## src/rtl/can_arb_pkg.sv

```systemverilog
package can_arb_pkg;
  typedef enum logic [1:0] {
    ST_IDLE = 2'd0,
    ST_ARB  = 2'd1,
    ST_RXO  = 2'd2
  } arb_state_t;

  typedef enum logic [1:0] {
    BIT_MATCH = 2'd0,
    BIT_LOST  = 2'd1,
    BIT_FAULT = 2'd2
  } bit_verdict_t;
endpackage

```

## src/rtl/can_arb_idshift.sv

```systemverilog
// Holds the identifier bits that remain to be sent; the bit being sent sits in the tx register.
module can_arb_idshift #(
  parameter int ID_W = 11
) (
  input  logic            clk,
  input  logic            rst,
  input  logic            load,
  input  logic [ID_W-1:0] id,
  input  logic            shift,
  output logic            nxt_bit
);
  localparam int REM_W = ID_W - 1;

  logic [REM_W-1:0] rem_q;

  always_ff @(posedge clk) begin
    if (rst) begin
      rem_q <= '1;
    end else if (load) begin
      rem_q <= id[REM_W-1:0];
    end else if (shift) begin
      rem_q <= {rem_q[REM_W-2:0], 1'b1};
    end
  end

  assign nxt_bit = rem_q[REM_W-1];
endmodule

```

## src/rtl/can_arb_bitcnt.sv

```systemverilog
// Down counter for the index of the bit being arbitrated (ID_W-1 .. 0).
module can_arb_bitcnt #(
  parameter int ID_W  = 11,
  parameter int IDX_W = $clog2(ID_W)
) (
  input  logic             clk,
  input  logic             rst,
  input  logic             load,
  input  logic             dec,
  output logic [IDX_W-1:0] idx,
  output logic             at_last
);
  localparam logic [IDX_W-1:0] TOP_IDX = IDX_W'(ID_W - 1);

  always_ff @(posedge clk) begin
    if (rst) begin
      idx <= '0;
    end else if (load) begin
      idx <= TOP_IDX;
    end else if (dec && idx != '0) begin
      idx <= idx - 1'b1;
    end
  end

  assign at_last = (idx == '0);

  // the bit index never leaves the identifier range
  p_idx_in_range_r4: assert property (@(posedge clk) disable iff (rst)
    idx <= TOP_IDX);

  // a decrement request moves the index down by exactly one
  p_idx_steps_r2: assert property (@(posedge clk) disable iff (rst)
    (dec && !load && idx != '0) |=> (idx == $past(idx) - 1'b1));
endmodule

```

## src/rtl/can_arb_judge.sv

```systemverilog
// Sorts one bit time into: match, lost (sent 1 read 0), or fault (sent 0 read 1).
module can_arb_judge
  import can_arb_pkg::*;
(
  input  logic         sent_bit,
  input  logic         read_bit,
  output bit_verdict_t verdict
);
  always_comb begin
    if (sent_bit && !read_bit) begin
      verdict = BIT_LOST;
    end else if (!sent_bit && read_bit) begin
      verdict = BIT_FAULT;
    end else begin
      verdict = BIT_MATCH;
    end
  end
endmodule

```

## src/rtl/can_arb_node.sv

```systemverilog
module can_arb_node
  import can_arb_pkg::*;
#(
  parameter int ID_W  = 11,
  parameter int IDX_W = $clog2(ID_W)
) (
  input  logic             clk,
  input  logic             rst,
  input  logic             start_i,
  input  logic [ID_W-1:0]  id_i,
  input  logic             bit_tick_i,
  input  logic             bus_rx_i,
  output logic             tx_o,
  output logic             busy_o,
  output logic             rx_only_o,
  output logic             won_o,
  output logic             lost_o,
  output logic [IDX_W-1:0] lost_idx_o,
  output logic             bit_err_o
);
  arb_state_t       state_q;
  bit_verdict_t     verdict;
  logic             nxt_bit;
  logic [IDX_W-1:0] cur_idx;
  logic             at_last;
  logic             accept;
  logic             arb_tick;
  logic             rxo_tick;
  logic             do_shift;
  logic             do_dec;

  assign accept   = start_i && (state_q == ST_IDLE);
  assign arb_tick = bit_tick_i && (state_q == ST_ARB);
  assign rxo_tick = bit_tick_i && (state_q == ST_RXO);
  assign do_shift = arb_tick && (verdict == BIT_MATCH) && !at_last;
  assign do_dec   = (arb_tick && (verdict != BIT_FAULT)) || rxo_tick;

  can_arb_idshift #(.ID_W(ID_W)) u_shift (
    .clk     (clk),
    .rst     (rst),
    .load    (accept),
    .id      (id_i),
    .shift   (do_shift),
    .nxt_bit (nxt_bit)
  );

  can_arb_bitcnt #(.ID_W(ID_W), .IDX_W(IDX_W)) u_cnt (
    .clk     (clk),
    .rst     (rst),
    .load    (accept),
    .dec     (do_dec),
    .idx     (cur_idx),
    .at_last (at_last)
  );

  can_arb_judge u_judge (
    .sent_bit (tx_o),
    .read_bit (bus_rx_i),
    .verdict  (verdict)
  );

  always_ff @(posedge clk) begin
    if (rst) begin
      state_q    <= ST_IDLE;
      tx_o       <= 1'b1;
      busy_o     <= 1'b0;
      rx_only_o  <= 1'b0;
      won_o      <= 1'b0;
      lost_o     <= 1'b0;
      lost_idx_o <= '0;
      bit_err_o  <= 1'b0;
    end else begin
      case (state_q)
        ST_IDLE: begin
          if (start_i) begin
            state_q    <= ST_ARB;
            tx_o       <= id_i[ID_W-1];
            busy_o     <= 1'b1;
            won_o      <= 1'b0;
            lost_o     <= 1'b0;
            lost_idx_o <= '0;
            bit_err_o  <= 1'b0;
          end
        end
        ST_ARB: begin
          if (bit_tick_i) begin
            case (verdict)
              BIT_LOST: begin
                lost_o     <= 1'b1;
                lost_idx_o <= cur_idx;
                tx_o       <= 1'b1;
                if (at_last) begin
                  state_q <= ST_IDLE;
                  busy_o  <= 1'b0;
                end else begin
                  state_q   <= ST_RXO;
                  rx_only_o <= 1'b1;
                end
              end
              BIT_FAULT: begin
                bit_err_o <= 1'b1;
                tx_o      <= 1'b1;
                state_q   <= ST_IDLE;
                busy_o    <= 1'b0;
              end
              default: begin
                if (at_last) begin
                  won_o   <= 1'b1;
                  tx_o    <= 1'b1;
                  state_q <= ST_IDLE;
                  busy_o  <= 1'b0;
                end else begin
                  tx_o <= nxt_bit;
                end
              end
            endcase
          end
        end
        ST_RXO: begin
          if (bit_tick_i && at_last) begin
            state_q   <= ST_IDLE;
            busy_o    <= 1'b0;
            rx_only_o <= 1'b0;
          end
        end
        default: begin
          state_q <= ST_IDLE;
          tx_o    <= 1'b1;
          busy_o  <= 1'b0;
        end
      endcase
    end
  end

  // a node that has lost never drives dominant
  p_rxonly_recessive_r5: assert property (@(posedge clk) disable iff (rst)
    rx_only_o |-> tx_o);

  // the two outcomes are exclusive
  p_outcome_exclusive_r6: assert property (@(posedge clk) disable iff (rst)
    !(won_o && lost_o));

  // recessive sent, dominant read -> back off and report
  p_loss_reaction_r4: assert property (@(posedge clk) disable iff (rst)
    (busy_o && !rx_only_o && bit_tick_i && tx_o && !bus_rx_i) |=> (lost_o && tx_o));

  // dominant sent, recessive read -> bit error, not a loss
  p_fault_reaction_r8: assert property (@(posedge clk) disable iff (rst)
    (busy_o && !rx_only_o && bit_tick_i && !tx_o && bus_rx_i) |=> (bit_err_o && !busy_o && !lost_o && tx_o));

  // the driven level only moves on a strobe
  p_tx_hold_r2: assert property (@(posedge clk) disable iff (rst)
    (busy_o && !bit_tick_i) |=> $stable(tx_o));

  // a start while busy neither ends nor restarts the field
  p_start_ignored_r9: assert property (@(posedge clk) disable iff (rst)
    (busy_o && start_i && !bit_tick_i) |=> (busy_o && $stable(lost_idx_o) && $stable(rx_only_o)));

  // idle strobes leave the line recessive and the node idle
  p_idle_quiet_r11: assert property (@(posedge clk) disable iff (rst)
    (!busy_o && !start_i) |=> (tx_o && !busy_o));
endmodule

```

## config.mk

```make
export PLATFORM = sky130hd
export DESIGN_NAME = can_arb_node
export DESIGN_NICKNAME = d
export VERILOG_FILES = /design/src/rtl/can_arb_pkg.sv /design/src/rtl/can_arb_idshift.sv /design/src/rtl/can_arb_bitcnt.sv /design/src/rtl/can_arb_judge.sv /design/src/rtl/can_arb_node.sv
export SDC_FILE = /design/constraint.sdc
export NUM_CORES = 1
export LEC_CHECK = 0
export BUFFER_PORTS_ARGS = -buffer_cell sky130_fd_sc_hd__buf_4
export CAP_MARGIN = 30
export CORE_MARGIN = 3
export CORE_UTILIZATION = 50
export DETAILED_ROUTE_END_ITERATION = 12
export GPL_TIMING_DRIVEN = 0
export PLACE_DENSITY = 0.76
export SYNTH_ARGS = -nofsm -noshare
export SYNTH_HDL_FRONTEND = slang
export SYNTH_SLANG_ARGS = --single-unit
export TNS_END_PERCENT = 5
```

## constraint.sdc

```tcl
create_clock -name clk -period 2.2 [get_ports clk]
set_input_delay 0.44 -clock clk [delete_from_list [all_inputs] [get_ports clk]]
set_output_delay 0.44 -clock clk [all_outputs]
set_load 0.03 [all_outputs]
```

After elaboration in Yosys (flattened, before gate mapping)
Cells that the tools add are included.
- add/subtract/negate cells: 1
- equality and inequality tests: 15
- mux-type cells: 43
- bitwise logic cells: 1
- reductions and logical operators: 31
- operators with widths (kind ; count):
    2-to-1 mux 1 bit ; 20
    2-to-1 mux 10 bit ; 2
    2-to-1 mux 4 bit ; 5
    AND reduction 4 bit ; 4
    2-to-1 mux 2 bit ; 7
    != test 2 bit (second input constant) ; 6
    logical AND 1 bit ; 10
    AND reduction 5 bit ; 2
    case mux 1 bit (2 select lines) ; 4
    case mux 4 bit (2 select lines) ; 1
    nonzero test 2 bit ; 4
    != test 2 x 1 -> 1 bit (second input constant) ; 3
    case mux 1 bit (3 select lines) ; 2
    case mux 2 bit (3 select lines) ; 1
    == test 2 x 1 -> 1 bit (second input constant) ; 2
    == test 2 bit (second input constant) ; 2
    logical NOT 2 bit ; 2
    logical NOT 4 bit ; 1
    != test 4 x 2 -> 1 bit (second input constant) ; 1
    case mux 2 bit (2 select lines) ; 1
    nonzero test 4 bit ; 1
    OR reduction 2 bit ; 2
    subtractor 4 x 1 -> 4 bit (second input constant) ; 1
    logical NOT 1 bit ; 3
    4 further kinds ; 4
- bits in registers: 26
- input bits: 16
- output and inout port bits: 10
- word-level logic and storage cells: 102

Longest topological paths before layout
Gate-level depths: netlist of run 1.
- depth in word-level cells: 10
- depth in mapped cells: 8
- depth with buffers taken out: 6

Modules after synthesis
A second synthesis of run 1 with hierarchy kept.
- cell total of the unflattened synthesis: 138
- area total of the unflattened synthesis: 1317.5 um^2
- by module, submodules not included (module ; instances ; cells an instance ; area an instance (um^2) ; seq. area each (um^2)):
    can_arb_node ; 1 ; 68 ; 636.9 ; 240.2
    can_arb_idshift ; 1 ; 44 ; 449.2 ; 200.2
    can_arb_bitcnt ; 1 ; 24 ; 216.5 ; 80.1
    can_arb_judge ; 1 ; 2 ; 15.0 ; 0.0

Worst setup path after synthesis of run 1
No wires, ideal clock.
- kind: register to register
- start: register u_cnt.idx[0]
- end: register u_shift.rem_q[9]
- library setup time: 0.122 ns
- data arrival time: 1.566 ns
- required time: 2.078 ns
- setup slack: 0.512 ns
- stages on the path, launching flop included: 9
- path buffers: 2
- period minus slack after synthesis: 1.688 ns
- path through: dfxtp_1 inv_1 ha_1 or3b_4 a41o_1 buf_6 buf_8 nor3_2 a21oi_1
- cells in the longest elaborated chain, start to end: 4
- RTL lines (item ; RTL line ; RTL):
    from (decl) ; can_arb_bitcnt.sv:10 ; output logic [IDX_W-1:0] idx,
    from (signal assigned) ; can_arb_bitcnt.sv:21 ; idx <= idx - 1'b1;
    logical NOT 4 bit ; can_arb_bitcnt.sv:25 ; assign at_last = (idx == '0);
    logical NOT 1 bit ; can_arb_node.sv:35 ; assign do_shift = arb_tick && (verdict == BIT_MATCH) && !at_last;
    logical AND 1 bit ; can_arb_node.sv:35 ;
    nonzero test 2 bit (no line) ; n/a ;
    to (signal assigned) ; can_arb_idshift.sv:20 ; rem_q <= id[REM_W-1:0];
    to (signal assigned) ; can_arb_idshift.sv:22 ; rem_q <= {rem_q[REM_W-2:0], 1'b1};
    to (decl) ; can_arb_idshift.sv:14 ; logic [REM_W-1:0] rem_q;
Every way passes these cells.
A chain may end at the register's enable or synchronous reset.

Worst setup path after layout of run 1
Same ends and word-level chain as after synthesis.

==> flow_summary_export.csv, run 1 <==
group,metric,value,unit
routing,routed_wl,2971,microns
sta,hold_slack,0.3767,ns
cells_and_area,antennaDiodeCount,0,
min_path,whs_endpoint,"u_shift.rem_q[0]",
logic_synthesis,ys_warn_count,0,
cells_and_area,final_cell_mix,"dfxtp_1, buf_4, a21oi_1",
global_route,grt_pass1_vias,1177,
sta,final_max_slew_viol_count,0,
sta,period_needed,1.878,ns
place,io_buffers,24,
cts,cts_root_buf,"clkbuf_4",
setup_path,r2r-start,"u_cnt.idx[0]",
logic_synthesis,ys_ff_latch,26,
cells_and_area,nFillCells,213,
min_path,hp-class,"input port to flop",
logic_synthesis,ys_seq_area_share,40.27,%
min_path,min_path_cells,3,
cts,h-tree-depth,1,
die,pin_count,26,
setup_path,r2r_slack,0.32,ns
die,placeableCoreArea,0.002340,sq mm
sta,rsz0062_at_grt,"no",
power_and_ir_drop,power_density,692.5,mW/mm^2
sta,finalSetupTns,0,ns
place,hpwl,2151,microns
global_route,grt_pass1_wl,5119,microns
logic_synthesis,async_reset_ff_share,0,%
cells_and_area,mostFrequentLayoutCell,"dfxtp_1",
routing,vias_per_cell,5.766,
setup_path,cp.arrival,2.12,ns
power_and_ir_drop,ir_drop,0.5788,mV
setup_path,cp_max_fo,10,
cells_and_area,layout-drive-gt1-share,21.47,%
cts,path_clk_slew,0.16,ns
routing,first_pass_iters,4,
sta,hold_viol,0,
cts,cts_sinks,26,
global_route,gr-total-overflow,0,
routing,detail_route.iter0.violations,26,
routing,vias,1182,
logic_synthesis,avgSynthCellArea,8.674,sq um
sta,clock_skew,0.02012,ns
logic_synthesis,yosys_most_used_dff,"dfxtp_1",
global_route,antenna_found_initial,0,
cts,cts_resized,0,
routing,drc,0,
routing,antenna_left,0,
global_route,grt_max_degree,16,
logic_synthesis,synth-edff-count,0,
setup_path,cp-end-kind,"flop",
sta,fin_ws,0.3222,ns
routing,wl_per_cell,14.49,microns
logic_synthesis,syn-cell-area,0.001292,sq mm
cts,numCtsBuffers,3,
setup_path,reg2regPathDepth,8,
min_path,hold_path.startpoint,"id_i[0]",
place,post-place-ws,0.3547,ns
flow_run,cap_violations,0,
die,initial_core_util,55.24,%
cts,cts.path.max_buffers,2,
logic_synthesis,netlist_instances,149,
setup_path,cp.required,2.45,ns
cts,cts_tree,"yes",
cells_and_area,area_growth_syn_to_layout,20.72,%
setup_path,worstSetupStartpointType,"flop",
sta,worst_pin_slew,0.5844,ns
die,rows,17,
sta,max_freq,0.5325,GHz
sta,setup_viol,0,
cts,clkLatencyLatePin,0.33,ns
cts,cts_setup_buffers,0,
sta,relSlewSlack,60.96,%
die,die_x,56.84,microns
status,status,"finished clean",
global_route,grt_use_total,19.40,%
power_and_ir_drop,p_leak,0.6139,nW
setup_path,critPathKind,"flop to flop",
place,gp_congestion,0.8921,
die,die_area,0.003231,sq mm
sta,timing.final.crit_share,85.36,%
logic_synthesis,synth_fp_nets,168,
cts,postCtsHoldBufs,0,
cells_and_area,nNetsFinal,197,
logic_synthesis,ys_types,40,
die,die_y,56.84,microns
setup_path,rr_endpoint,"u_shift.rem_q[9]",
-- synth_stat cells (all sizes together), types with 3 or more instances --
library cell	number	area share (%)
dfxtp	26	40
a21oi	15	5.8
nor2	14	4.1
nor3	14	5.8
nor2b	11	5.3
a211oi	10	5.8
buf	7	4.5
inv	7	2.0
clkbuf	5	1.5
a22oi	4	2.3
ha	3	2.9
nor3b	3	2.6
o211ai	3	1.7
-- per-stage QoR --
step / instance area (sq um) / std cells / utilization [%] / total power [W]
2_1_floorplan: 1292 / 149 / - / 0.0006869
3_3_place_gp: 1508 / 201 / 64.44 / 0.0007494
3_5_place_dp: 1508 / 201 / 64.44 / 0.0007551
4_1_cts: 1560 / 205 / 66.68 / 0.001087
5_1_grt: 1560 / 205 / 66.68 / 0.001134
6_report: 1560 / 205 / 66.68 / 0.001080
-- worst max-delay path, stage by stage (launching register included) --
cell and delay (ns):
dfxtp_1 0.36, inv_1 0.10, ha_1 0.20, or3b_4 0.43, a41o_1 0.27, buf_6 0.14
buf_8 0.14, nor3_2 0.10, a21oi_1 0.05
-- layout make-up --
cell class / instances / area [sq um] / area share, %
plain buffers: 12 / 77.57 / 4.972
clock buffers: 3 / 22.52 / 1.443
clock inverters: 1 / 30.03 / 1.925
inverters: 7 / 26.28 / 1.684
multi-input cells: 104 / 668.1 / 42.82
flip-flops and latches: 26 / 520.5 / 33.36
well taps: 28 / 35.03 / 2.245
repair buffers: 24 / 180.2 / 11.55
-- flip-flops by register name, indices dropped and copies added, names as in the netlist --
register	flops
bit_err_o	1
busy_o	1
lost_idx_o	4
lost_o	1
rx_only_o	1
state_q	2
tx_o	1
u_cnt.idx	4
u_shift.rem_q	10
won_o	1
-- worst max-delay path by stage --
stage | start | endpoint | slack, ns
6_report | u_cnt.idx[0] | u_shift.rem_q[9] | 0.32
5_1_grt | u_cnt.idx[0] | u_shift.rem_q[9] | 0.26
4_1_cts | u_cnt.idx[0] | u_shift.rem_q[9] | 0.33
3_5_place_dp | u_cnt.idx[0] | u_shift.rem_q[9] | 0.35
3_3_place_gp | u_cnt.idx[0] | u_shift.rem_q[9] | 0.40
2_1_floorplan | u_cnt.idx[0] | u_shift.rem_q[9] | 0.51
-- where the power goes --
| group | internal, W | total [W] | switching, W |
|---|---|---|---|
| combinational | 0.000101 | 0.000227 | 0.000126 |
| clock | 0.000184 | 0.000332 | 0.000148 |
| sequential | 0.000500 | 0.000521 | 0.0000212 |
| total | 0.000786 | 0.00108 | 0.000295 |
-- cells by family (layout without fill, tap and decap cells) --
| logic type | after synthesis | count (layout) | share of synthesized area, % |
|---|---|---|---|
| compound gates | 44 | 44 | 22.46 |
| simple gates | 54 | 54 | 24.30 |
| flops | 26 | 26 | 40.27 |
| buf+inv | 19 | 47 | 8.035 |
| xor+xnor | 3 | 3 | 2.033 |
| fa+ha+maj | 3 | 3 | 2.904 |
-- per-layer routing --
layer | up-vias | wire (microns) | global-route usage, %
li1 | 597 | - | -
met1 | 551 | 1456 | 25.63
met2 | 28 | 1344 | 31.68
met3 | 6 | 120 | 2.989
met4 | 0 | 50 | 7.285
met5 | - | 0 | 0
(Power assumes the default switching activity.)
==> run 2, diff against run 1 <==
--- a/config.mk
+++ b/config.mk
@@ -5,13 +5,13 @@
 export SDC_FILE = /design/constraint.sdc
 export NUM_CORES = 1
 export LEC_CHECK = 0
-export BUFFER_PORTS_ARGS = -buffer_cell sky130_fd_sc_hd__buf_4
 export CAP_MARGIN = 30
 export CORE_MARGIN = 3
 export CORE_UTILIZATION = 50
 export DETAILED_ROUTE_END_ITERATION = 12
+export DONT_BUFFER_PORTS = 1
 export GPL_TIMING_DRIVEN = 0
-export PLACE_DENSITY = 0.76
+export PLACE_DENSITY = 0.67
 export SYNTH_ARGS = -nofsm -noshare
 export SYNTH_HDL_FRONTEND = slang
 export SYNTH_SLANG_ARGS = --single-unit
==> run 2 against run 1 <==
Compared with the run above:
- register-to-register slack worse by 0.08 ns
- hold slack worse by 0.092 ns
- core utilization is 8.4 points lower
- clock power is 27% lower
- global-route usage is 0.24 points lower
- cell count is 12% lower
- combinational power is 18% lower
- critical path type unchanged
- largest cell class unchanged
==> flow_summary_export.csv, run 2 (synthesis results as in run 1) <==
group,metric,value,unit
status,status,"finished clean",
sta,finalSetupTns,0,ns
setup_path,reg2regPathDepth,5,
setup_path,cp-end-kind,"flop",
setup_path,cp.arrival,2.19,ns
global_route,grt_use_total,19.16,%
power_and_ir_drop,ir_drop,0.3744,mV
routing,drc,0,
setup_path,cp.required,2.43,ns
setup_path,cp_max_fo,4,
cts,path_clk_slew,0.14,ns
place,io_buffers,0,
global_route,grt_pass1_vias,1098,
flow_run,cap_violations,0,
die,rows,17,
power_and_ir_drop,p_sw,0.0002848,W
cells_and_area,regMostFlops,"u_shift.rem_q",
sta,period_needed,1.955,ns
power_and_ir_drop,p_int,0.0006795,W
sta,worst_pin_slew,0.6079,ns
sta,setup_viol,0,
cts,cts_sinks,26,
cts,postCtsHoldBufs,0,
sta,hold_viol,0,
power_and_ir_drop,power_density,707.1,mW/mm^2
routing,detail_route.iter0.violations,31,
sta,clock_skew,0.006710,ns
routing,routed_wl,2962,microns
place,dp.cells,177,
routing,first_pass_iters,4,
cts,cts.path.max_buffers,2,
cells_and_area,mostFrequentLayoutCell,"dfxtp_1",
die,die_y,56.84,microns
die,initial_core_util,55.24,%
sta,relSlewSlack,59.39,%
power_and_ir_drop,pwr-share-seq,55.3,%
power_and_ir_drop,p_comb_share,19.4,%
cells_and_area,antennaDiodeCount,0,
setup_path,critPathKind,"flop to flop",
cts,clkLatencyLatePin,0.32,ns
routing,vias,1091,
cells_and_area,nNetsFinal,173,
routing,wl_per_cell,16.36,microns
cts,h-tree-depth,1,
global_route,grt_pass1_wl,4968,microns
die,placeableCoreArea,0.002340,sq mm
cells_and_area,multi_input_area,668.1,sq um
cells_and_area,nFillCells,239,
cells_and_area,area.sequential,520.5,sq um
min_path,hp-class,"input port to flop",
global_route,antenna_found_initial,0,
routing,vias_per_cell,6.028,
cells_and_area,largest_reg_flops,10,
cts,cts_setup_buffers,0,
place,gp_congestion,0.8214,
sta,rsz0062_at_grt,"no",
cts,cts_resized,0,
cells_and_area,layout-drive-gt1-share,9.150,%
min_path,min_path_cells,2,
power_and_ir_drop,p_leak,0.4866,nW
global_route,gr-total-overflow,0,
sta,final_max_slew_viol_count,0,
power_and_ir_drop,swShare,29.53,%
die,pin_count,26,
die,die_area,0.003231,sq mm
die,die_x,56.84,microns
global_route,grt_max_degree,15,
sta,timing.final.crit_share,88.88,%
cts,numCtsBuffers,3,
cells_and_area,reg.largest.list,"u_shift.rem_q x10, lost_idx_o x4, u_cnt.idx x4",
sta,max_freq,0.5114,GHz
cts,cts_tree,"yes",
setup_path,worstSetupStartpointType,"flop",
place,hpwl,2173,microns
cells_and_area,final_cell_mix,"dfxtp_1, a21oi_1, nor2_1",
routing,antenna_left,0,
cts,cts_root_buf,"clkbuf_4",
power_and_ir_drop,clock_power_share,25.2,%
cells_and_area,area_growth_syn_to_layout,5.518,%
cells_and_area,finalNonFillerCells,181,
-- run 2: path summary, 6_finish.rpt --
path                    startpoint               end  slack [ns]
setup / recovery              tx_o      u_cnt.idx[1]        0.24
hold / removal             id_i[0]  u_shift.rem_q[0]        0.28
setup reg to reg              tx_o      u_cnt.idx[1]        0.24
hold reg to reg   u_shift.rem_q[2]  u_shift.rem_q[2]        0.52
-- run 2: critical path, stage by stage (launching register included) --
cell,delay (ns)
dfxtp_1,0.59
inv_1,0.08
ha_1,0.23
nor3b_1,0.40
o211ai_1,0.25
a311oi_1,0.33
-- run 2: per-layer routing --
layer | vias to the layer above | routed length, microns | part of all wire [%] | GRT usage [%]
li1 | 542 | - | - | -
met1 | 507 | 1333 | 45 | 23.75
met2 | 35 | 1363 | 46 | 31.85
met3 | 7 | 212 | 7.2 | 5.517
met4 | 0 | 53 | 1.8 | 5.960
met5 | - | 0 | 0 | 0
-- run 2: power by group through the flow --
stage | logic [W] | clock network (W) | registers [W]
5_1_grt | 0.000207 | 0.000274 | 0.000538
3_5_place_dp | 0.000185 | 0 | 0.000544
3_3_place_gp | 0.000179 | 0 | 0.000543
6_report | 0.000187 | 0.000243 | 0.000534
2_1_floorplan | 0.000148 | 0 | 0.000538
4_1_cts | 0.000186 | 0.000253 | 0.000534
-- run 2: final cells by class --
cell class                      instances  area share [%]
Sequential cell                        26           38.17
Tap cell                               28           2.569
Inverter                                7           1.927
Multi-Input combinational cell        104           48.99
Clock buffer                            4           2.661
Buffer                                 12           5.688
-- run 2: stage by stage --
step                setup slack, ns  instance area, sq um  utilization (%)  hold WS (ns)   power, W
floorplan                    0.5115                  1292                -        0.4635  0.0006869
global placement             0.3931                  1328            56.74        0.4803  0.0007221
detailed placement           0.3215                  1328            56.74        0.4926  0.0007289
CTS                          0.2708                  1364            58.29        0.2751  0.0009720
global route                 0.1583                  1364            58.29        0.2629   0.001019
finish                       0.2446                  1364            58.29        0.2848  0.0009643
